<file path="src/rtl/qpsk_sel_pkg.sv">
package qpsk_sel_pkg;

  localparam int SEL_W = 2;

  typedef logic [SEL_W-1:0] sel_t;

  // strobes from control to datapath
  typedef struct packed {
    logic takeI;   // first bit of the pair is sampled
    logic takeQ;   // second bit sampled, code is reloaded
  } ctl_t;

  // quarter-cycle offset for a {Q,I} code: +cos, +sin, -cos, -sin
  function automatic sel_t phaseOffset(input sel_t code);
    return sel_t'(0) - code;
  endfunction

endpackage

</file>
<file path="src/rtl/qpsk_sel_ctrl.sv">
module qpsk_sel_ctrl
  import qpsk_sel_pkg::*;
#(
  parameter int QUARTERS = 4,
  parameter int CYCLES_PER_SYM = 2
) (
  input  logic                        clk,
  input  logic                        rst_n,
  input  logic                        edgeTick,
  output ctl_t                        ctl,
  output logic [$clog2(QUARTERS)-1:0] quarter,
  output logic                        bitTake
);

  localparam int STEPS  = QUARTERS * CYCLES_PER_SYM;
  localparam int STEP_W = $clog2(STEPS);
  localparam int QW     = $clog2(QUARTERS);
  localparam logic [STEP_W-1:0] LAST_STEP = STEP_W'(STEPS - 1);
  localparam logic [QW-1:0]     LAST_QTR  = QW'(QUARTERS - 1);

  logic [STEP_W-1:0] stepCnt;
  logic              cycleEnd;

  always_ff @(posedge clk or negedge rst_n) begin
    if (!rst_n) begin
      stepCnt <= '0;
    end else if (edgeTick) begin
      stepCnt <= (stepCnt == LAST_STEP) ? '0 : stepCnt + 1'b1;
    end
  end

  assign quarter  = stepCnt[QW-1:0];
  assign cycleEnd = (quarter == LAST_QTR);

  always_comb begin
    ctl.takeQ = edgeTick && (stepCnt == LAST_STEP);
    ctl.takeI = edgeTick && cycleEnd && (stepCnt != LAST_STEP);
  end

  assign bitTake = ctl.takeI | ctl.takeQ;

endmodule

</file>
<file path="src/rtl/qpsk_sel_dp.sv">
module qpsk_sel_dp
  import qpsk_sel_pkg::*;
#(
  parameter int QW = 2,
  parameter bit SQUARE_EN = 1'b1
) (
  input  logic          clk,
  input  logic          rst_n,
  input  ctl_t          ctl,
  input  logic [QW-1:0] quarter,
  input  logic          serData,
  output sel_t          phaseSel,
  output logic          symStrobe,
  output logic          carrierSq
);

  logic iHold;
  sel_t selReg;
  logic strobeReg;

  always_ff @(posedge clk or negedge rst_n) begin
    if (!rst_n) begin
      iHold     <= 1'b0;
      selReg    <= '0;
      strobeReg <= 1'b0;
    end else begin
      strobeReg <= ctl.takeQ;
      if (ctl.takeI) iHold <= serData;
      if (ctl.takeQ) selReg <= {serData, iHold};
    end
  end

  assign phaseSel  = selReg;
  assign symStrobe = strobeReg;

  generate
    if (SQUARE_EN) begin : g_square
      logic [QW-1:0] shifted;
      always_comb begin
        shifted   = quarter + QW'(phaseOffset(selReg));
        // cosine-like square: high in the first and last quarter
        carrierSq = (shifted[QW-1] == shifted[QW-2]);
      end
    end else begin : g_nosquare
      logic unusedQ;
      assign unusedQ   = ^quarter;
      assign carrierSq = 1'b1 & ~(unusedQ & 1'b0);
    end
  endgenerate

endmodule

</file>
<file path="src/rtl/qpsk_phase_sel.sv">
module qpsk_phase_sel
  import qpsk_sel_pkg::*;
#(
  parameter int QUARTERS = 4,
  parameter int CYCLES_PER_SYM = 2,
  parameter bit SQUARE_EN = 1'b1
) (
  input  logic       clk,
  input  logic       rst_n,
  input  logic       edgeTick,
  input  logic       serData,
  output logic       bitTake,
  output logic [1:0] phaseSel,
  output logic       symStrobe,
  output logic       carrierSq
);

  localparam int QW = $clog2(QUARTERS);

  ctl_t          ctl;
  logic [QW-1:0] quarter;

  qpsk_sel_ctrl #(
    .QUARTERS(QUARTERS),
    .CYCLES_PER_SYM(CYCLES_PER_SYM)
  ) u_ctrl (
    .clk(clk),
    .rst_n(rst_n),
    .edgeTick(edgeTick),
    .ctl(ctl),
    .quarter(quarter),
    .bitTake(bitTake)
  );

  qpsk_sel_dp #(
    .QW(QW),
    .SQUARE_EN(SQUARE_EN)
  ) u_dp (
    .clk(clk),
    .rst_n(rst_n),
    .ctl(ctl),
    .quarter(quarter),
    .serData(serData),
    .phaseSel(phaseSel),
    .symStrobe(symStrobe),
    .carrierSq(carrierSq)
  );

endmodule

</file>
<file path="config.mk">
export PLATFORM = sky130hd
export DESIGN_NAME = qpsk_phase_sel
export DESIGN_NICKNAME = d
export VERILOG_FILES = /design/src/rtl/qpsk_sel_pkg.sv /design/src/rtl/qpsk_sel_ctrl.sv /design/src/rtl/qpsk_sel_dp.sv /design/src/rtl/qpsk_phase_sel.sv
export SDC_FILE = /design/constraint.sdc
export NUM_CORES = 1
export LEC_CHECK = 0
export BUFFER_PORTS_ARGS = -buffer_cell sky130_fd_sc_hd__clkbuf_2
export CAP_MARGIN = 5
export CORE_AREA = 2 2 39 41
export DETAILED_ROUTE_END_ITERATION = 8
export DIE_AREA = 0 0 41 43
export PLACE_DENSITY = 0.52
export SLEW_MARGIN = 30
export SYNTH_ARGS = -nofsm -noshare
export SYNTH_HDL_FRONTEND = slang
export SYNTH_SLANG_ARGS = --single-unit
</file>
<file path="constraint.sdc">
create_clock -name clk -period 2.5 [get_ports clk]
set_input_delay 0.25 -clock clk [delete_from_list [all_inputs] [get_ports clk]]
set_output_delay 0.25 -clock clk [all_outputs]
set_load 0.05 [all_outputs]
</file>
==> results of run 1 <==
[cell type report]
class	instances	area, µm²	area share
Inverter	2	7.51	0.0169
Multi-Input combinational cell	17	165	0.372
Clock buffer	4	26.3	0.0592
Timing Repair Buffer	9	50.0	0.113
Tap cell	16	20.0	0.0451
Sequential cell	7	175	0.394
[worst max-delay path by stage]
stage	to	slack (ns)
global placement	carrierSq	0.96
global route	carrierSq	0.54
detailed placement	carrierSq	0.90
finish	carrierSq	0.65
floorplan	carrierSq	0.32
CTS	carrierSq	0.62
[cells in the final DEF (no fill, tap or decap), drive strengths merged]
master and count:
nand2 1, or3b 1, xnor2 2, dfrtp 7, and2 1, clkbuf 12
nand3b 1, o21ai 1, mux2 5, ha 4, dlygate4sd3 1, inv 2
xor2 1
[repair_timing]
item                       4_1_cts  5_1_grt
hold endpoints to repair         7        0
hold buffers                     1        0
setup endpoints to repair        0        0
[synth_stat cells]
| master | count | area (µm²) |
|---|---|---|
| nand3b_1 | 1 | 7.51 |
| o21ai_0 | 1 | 5.00 |
| ha_1 | 4 | 50.1 |
| or3b_1 | 1 | 8.76 |
| inv_1 | 2 | 7.51 |
| dfrtp_1 | 7 | 175 |
| xor2_1 | 1 | 8.76 |
| and2_2 | 1 | 7.51 |
| nand2_1 | 1 | 3.75 |
| xnor2_1 | 2 | 17.5 |
| mux2_2 | 5 | 56.3 |
[kinds of logic (layout without fill, tap and decap cells)]
kind of cell,count (synthesis),after routing
flip-flops,7,7
multiplexers,5,5
adder cells (fa/ha/maj),4,4
AND/OR/NAND/NOR,4,4
XOR/XNOR,3,3
buffers and inverters,2,15
AO/OA/AOI/OAI,1,1
[worst reg2reg max path, cell delays in order, from the launching register on]
cell and delay (ns):
dfrtp_1 0.42, ha_1 0.20, ha_1 0.18, nand2_1 0.11, mux2_2 0.34
[flip-flops by register name, indices dropped and copies added, names as in the netlist]
register / cells
u_dp.iHold: 1
u_ctrl.stepCnt: 3
u_dp.symStrobe: 1
u_dp.phaseSel: 2
[stage by stage]
stage | setup WS [ns] | hold WS, ns
2_1_floorplan | 0.315 | -0.0456
3_3_place_gp | 0.960 | 0.0906
3_5_place_dp | 0.900 | 0.0962
4_1_cts | 0.622 | 0.239
5_1_grt | 0.538 | 0.260
6_report | 0.648 | 0.251
[per-layer routing]
metal	vias up	global-route usage	routed length (µm)
li1	117	-	-
met1	92	0.0970	216
met2	5	0.109	238
met3	2	0.0471	35
met4	0	0.0800	19
met5	-	0	0
==> summary.md, run 1 <==
| Metric | Value |
|---|---|
| HPWL after DPL | `430 µm` |
| Crit path from | `u_ctrl.stepCnt[0]` |
| Setup repair bufs after CTS | `0` |
| Status | `finished, final reports clean` |
| Hold Path Sink | `u_dp.phaseSel[1]` |
| CP arrival | `1.60 ns` |
| Global-route wire length before repair | `917 µm` |
| Initial antenna violation count | `0` |
| Final hold violation count | `0` |
| DRC | `0` |
| Fillers | `143` |
| Post-Place Cell Area | `408 µm²` |
| Register-to-Register Path Depth | `4` |
| Post-CTS sizing | `0` |
| Initial cell density of the core | `0.251` |
| Least-Margin Pin Slew | `0.279 ns` |
| Post-Route WL | `510 µm` |
| Pre-antenna DRT Iters | `4` |
| Final nets | `48` |
| Post-route core utilization | `0.321` |
| Synth Area per Inst | `13.4 µm²` |
| Post-synthesis sequential area ratio | `0.504` |
| Worst clock skew | `0.00294 ns` |
| Crit Reg-Reg Startpoint | `u_ctrl.stepCnt[1]` |
| RSZ-0062 raised after global routing | `false` |
| Max Clock Freq | `around 540 MHz` |
| Startpoint Class | `register` |
| Area Overhead vs Synth | `27.7%` |
| Hold_sp | `serData` |
| DRT antenna net count | `0` |
| Clock Path Buffers | `2` |
| Filler-free cell count of the finished design | `55` |
| Skew-Pair Late Insertion Delay | `between 0.2 and 0.3 ns` |
| Worst Hold Depth | `2` |
| Final GP Congestion | `roughly 0.70` |
| Crit end category | `output port` |
| Syn. warnings | `0` |
| CTS H-Tree Depth | `1` |
| CP max stage delay | `0.38 ns` |
| Die ar. | `1760 µm²` |
| Detailed-route via count | `~220` |
| Cts bufs inserted | `3` |
| Total GRT Usage | `0.0864` |
| Fin crit period | `1.85 ns` |
| CP bufs+invs | `2` |
| Worst-path clk slew | `0.05 ns` |
| Horiz. Die Dim | `41 µm` |
| Final Max Tran Viols | `0` |
| Adder-cell area share of the yosys netlist | `0.144` |
| Final Instance Area | `444 µm²` |
| Critical path type | `register to output port` |
| Largest family of logic cells by synthesized area | `multiplexers` |
| Slowest-stage cell, CP | `dfrtp_1` |
| R2r setup slk | `1.13 ns` |
| # rows | `14` |
| Slew HR | `0.815` |
| Worst reg2reg endpoint | `u_dp.phaseSel[0]` |
| Syn Nets | `34` |
| Overflow left after global routing | `0` |
| Clock sinks | `7` |
| Final setup TNS | `0 ns` |
| DR WL/cell | `9.27 µm` |
| HP Class | `primary input to register` |
| Synth Area in Compound Gates | `0.0144` |
| Critical path, cell by cell | `inv_1 > ha_1 > xor2_1 > xnor2_1 > clkbuf_2` |
| Distinct cell type count after synthesis | `11` |
| Die Y | `between 40 and 50 µm` |
| Simple-Gate Fraction of Synth Area | `0.0791` |
| Vias in the first global route | `approximately 230` |
| Max-cap violation count | `0` |
| Mapped Cells | `26` |
| Final setup viols | `0` |
| CTS tree | `done` |
| Post-Place Cells | `50` |
| Initial DRC Count | `1` |
| Mux cell area share after synthesis | `0.162` |
| Vias per cell | `3.93` |
| I/O pin cnt | `9` |
| Final period util | `0.741` |
| Largest net degree at the start of global routing | `8` |
| ANT cells | `0` |
| Core ar. | `1380 µm²` |
| Synth Register Bits | `7` |
| XOR/XNOR Fraction of Synth Area | `0.0755` |
| CP required | `2.25 ns` |
| Mapped Area | `348 µm²` |
| Share of layout cells above drive strength 1 | `0.436` |
| CP Depth | `5` |
| Worst path top cell family by delay | `flip-flops` |
| Worst Path Max Fanout | `4` |
| # port buffers | `8` |
| CTS root buffer | `clkbuf_4` |
Power of run 1 is not shown: default switching activity piles up to over one toggle a cycle in this logic, so the estimate is an artifact.
==> run 2: changes to the inputs <==
PLACE_DENSITY = 0.54   (was 0.52)
clock period = 1.6 ns   (was 2.5 ns; I/O delays follow)
==> run 2 against run 1 <==
  * The run now ends with setup timing left
  * First-iteration DRC count fell by 100%
  * Via count is 5.1% higher
  * Final cell count is 3.6% higher
  * Critical path depth down 1
  * Worst hold slack worse by 0.093 ns
  * Critical path type unchanged
  * Utilization is 5.5 points higher
  * Cell area rose by 17%
  * Worst setup slack worse by 0.68 ns
  * Non-clock buffer count increased by 2
==> summary.md, run 2 (synthesis results as in run 1) <==
| Metric | Value |
|---|---|
| ANT cells | `0` |
| Post-Route WL | `650 µm` |
| CP required | `approximately 1.4 ns` |
| Startpoint Class | `register` |
| Final setup viols | `1` |
| Fin crit period | `1.63 ns` |
| # rows | `14` |
| Worst reg2reg endpoint | `u_dp.phaseSel[0]` |
| Clock Path Buffers | `2` |
| Largest net degree at the start of global routing | `8` |
| Largest Register | `u_ctrl.stepCnt` |
| CP arrival | `1.47 ns` |
| Skew-Pair Late Insertion Delay | `0.25 ns` |
| Critical path type | `register to output port` |
| CTS H-Tree Depth | `1` |
| Final setup margin | `-0.0307 ns` |
| Worst clock skew | `0.00262 ns` |
| HPWL after DPL | `510 µm` |
| Worst path top cell family by delay | `flip-flops` |
| Die ar. | `1760 µm²` |
| Least-Margin Pin Slew | `between 0.3 and 0.4 ns` |
| Clock sinks | `7` |
| Slowest-stage cell, CP | `dfrtp_2` |
| Top Metal Used | `met3` |
| Overflow left after global routing | `0` |
| Final Max Tran Viols | `0` |
| Initial antenna violation count | `0` |
| Metal1 wirelength | `264 µm` |
| Worst Path Max Fanout | `2` |
| Crit path from | `u_dp.phaseSel[0]` |
| Final nets | `50` |
| Met3 WL | `24 µm` |
| CP max stage delay | `0.42 ns` |
| Worst Setup EP | `carrierSq` |
| Post-Place Cells | `51` |
| I/O pin cnt | `9` |
| Die Y | `43 µm` |
| Global-route wire length before repair | `1.19 mm` |
| Fin Hold WS | `0.158 ns` |
| Share of layout cells above drive strength 1 | `0.585` |
| Total GRT Usage | `0.111` |
| Critical path, cell by cell | `ha_4 > xor2_4 > xnor2_4 > buf_8` |
| RSZ-0062 raised after global routing | `true` |
| # port buffers | `8` |
| CTS tree | `done` |
| Final period util | `1.02` |
| Max Clock Freq | `613 MHz` |
| CP Depth | `4` |
| Initial DRC Count | `0` |
| Pre-antenna DRT Iters | `1` |
| Area Overhead vs Synth | `49.6%` |
| Crit Reg-Reg Startpoint | `u_ctrl.stepCnt[0]` |
| CP bufs+invs | `1` |
| Detailed-route via count | `227` |
| R2r setup slk | `0.10 ns` |
| Max-cap violation count | `0` |
| Failing checks | `setup timing` |
| Crit end category | `output port` |
| Place WS | `-0.0589 ns` |
| Slew HR | `0.735` |
| Filler-free cell count of the finished design | `57` |
| DRT antenna net count | `0` |
| Status | `finished with violations` |
| Register-to-Register Path Depth | `5` |
| Worst-path clk slew | `0.05 ns` |
| Horiz. Die Dim | `just over 40 µm` |
| Met2 WL post-DR | `360 µm` |
| Cts bufs inserted | `3` |
| Vias in the first global route | `approximately 280` |
| DR WL/cell | `approximately 11 µm` |
| Post-route core utilization | `0.376` |
| Most frequent cells in the layout | `clkbuf_2 (6), dfrtp_1 (6), mux2_2 (5), ha_1 (3), clkbuf_4 (3)` |
| Initial cell density of the core | `0.251` |
| Vias per cell | `3.98` |
| HP Class | `primary input to register` |
| Final hold violation count | `0` |
| Hold_sp | `serData` |
| Final GP Congestion | `0.735` |
| CTS root buffer | `clkbuf_4` |
| Core ar. | `1380 µm²` |
| DRC | `0` |
| Max reg flops | `3` |
[run 2: stage by stage]
| step | TNS [ns] | area, µm² |
|---|---|---|
| floorplan | 0 | 368 |
| global placement | -0.0145 | 435 |
| detailed placement | -0.0589 | 435 |
| CTS | -0.0588 | 519 |
| global route | -0.0918 | 520 |
| finish | -0.0307 | 520 |
[run 2: worst min path at each step]
stage / slack, ns / endpoint / cells after the start
after CTS: 0.15 / u_dp.iHold / 2
after global routing: 0.15 / u_dp.phaseSel[1] / 2
final: 0.16 / u_dp.iHold / 2
after floorplan: -0.14 / u_ctrl.stepCnt[0] / 0
after global placement: -0.002 / u_dp.symStrobe / 1
after detailed placement: 0.009 / u_dp.symStrobe / 1
[run 2: layout make-up]
type | instances | area, µm²
multi-input cells | 17 | 215
repair buffers | 11 | 75.1
fillers | 138 | 863
inverters | 2 | 7.51
clock buffers | 4 | 26.3
well taps | 16 | 20.0
flip-flops and latches | 7 | 176
[run 2: what timing repair did]
action / in CTS / in global routing
hold buffers: 1 / 0
pin swaps: 3 / 2
setup buffers: 1 / 0
endpoints found under the setup margin: 1 / 2
gates resized for setup: 6 / 2
endpoints found under the hold margin: 7 / 0
[run 2: worst reg2reg max path: stages, from the launching register on]
cell     delay [ns]
dfrtp_1        0.39
buf_4          0.15
ha_1           0.19
ha_1           0.19
nand2_1        0.12
mux2_2         0.35
[run 2: routing by layer]
layer  GRT usage  up-vias
met5           0        -
met4       0.100        0
met3      0.0471        0
met2       0.153        2
met1       0.120      107
li1            -      118
Power of run 2 is left out for the same reason.
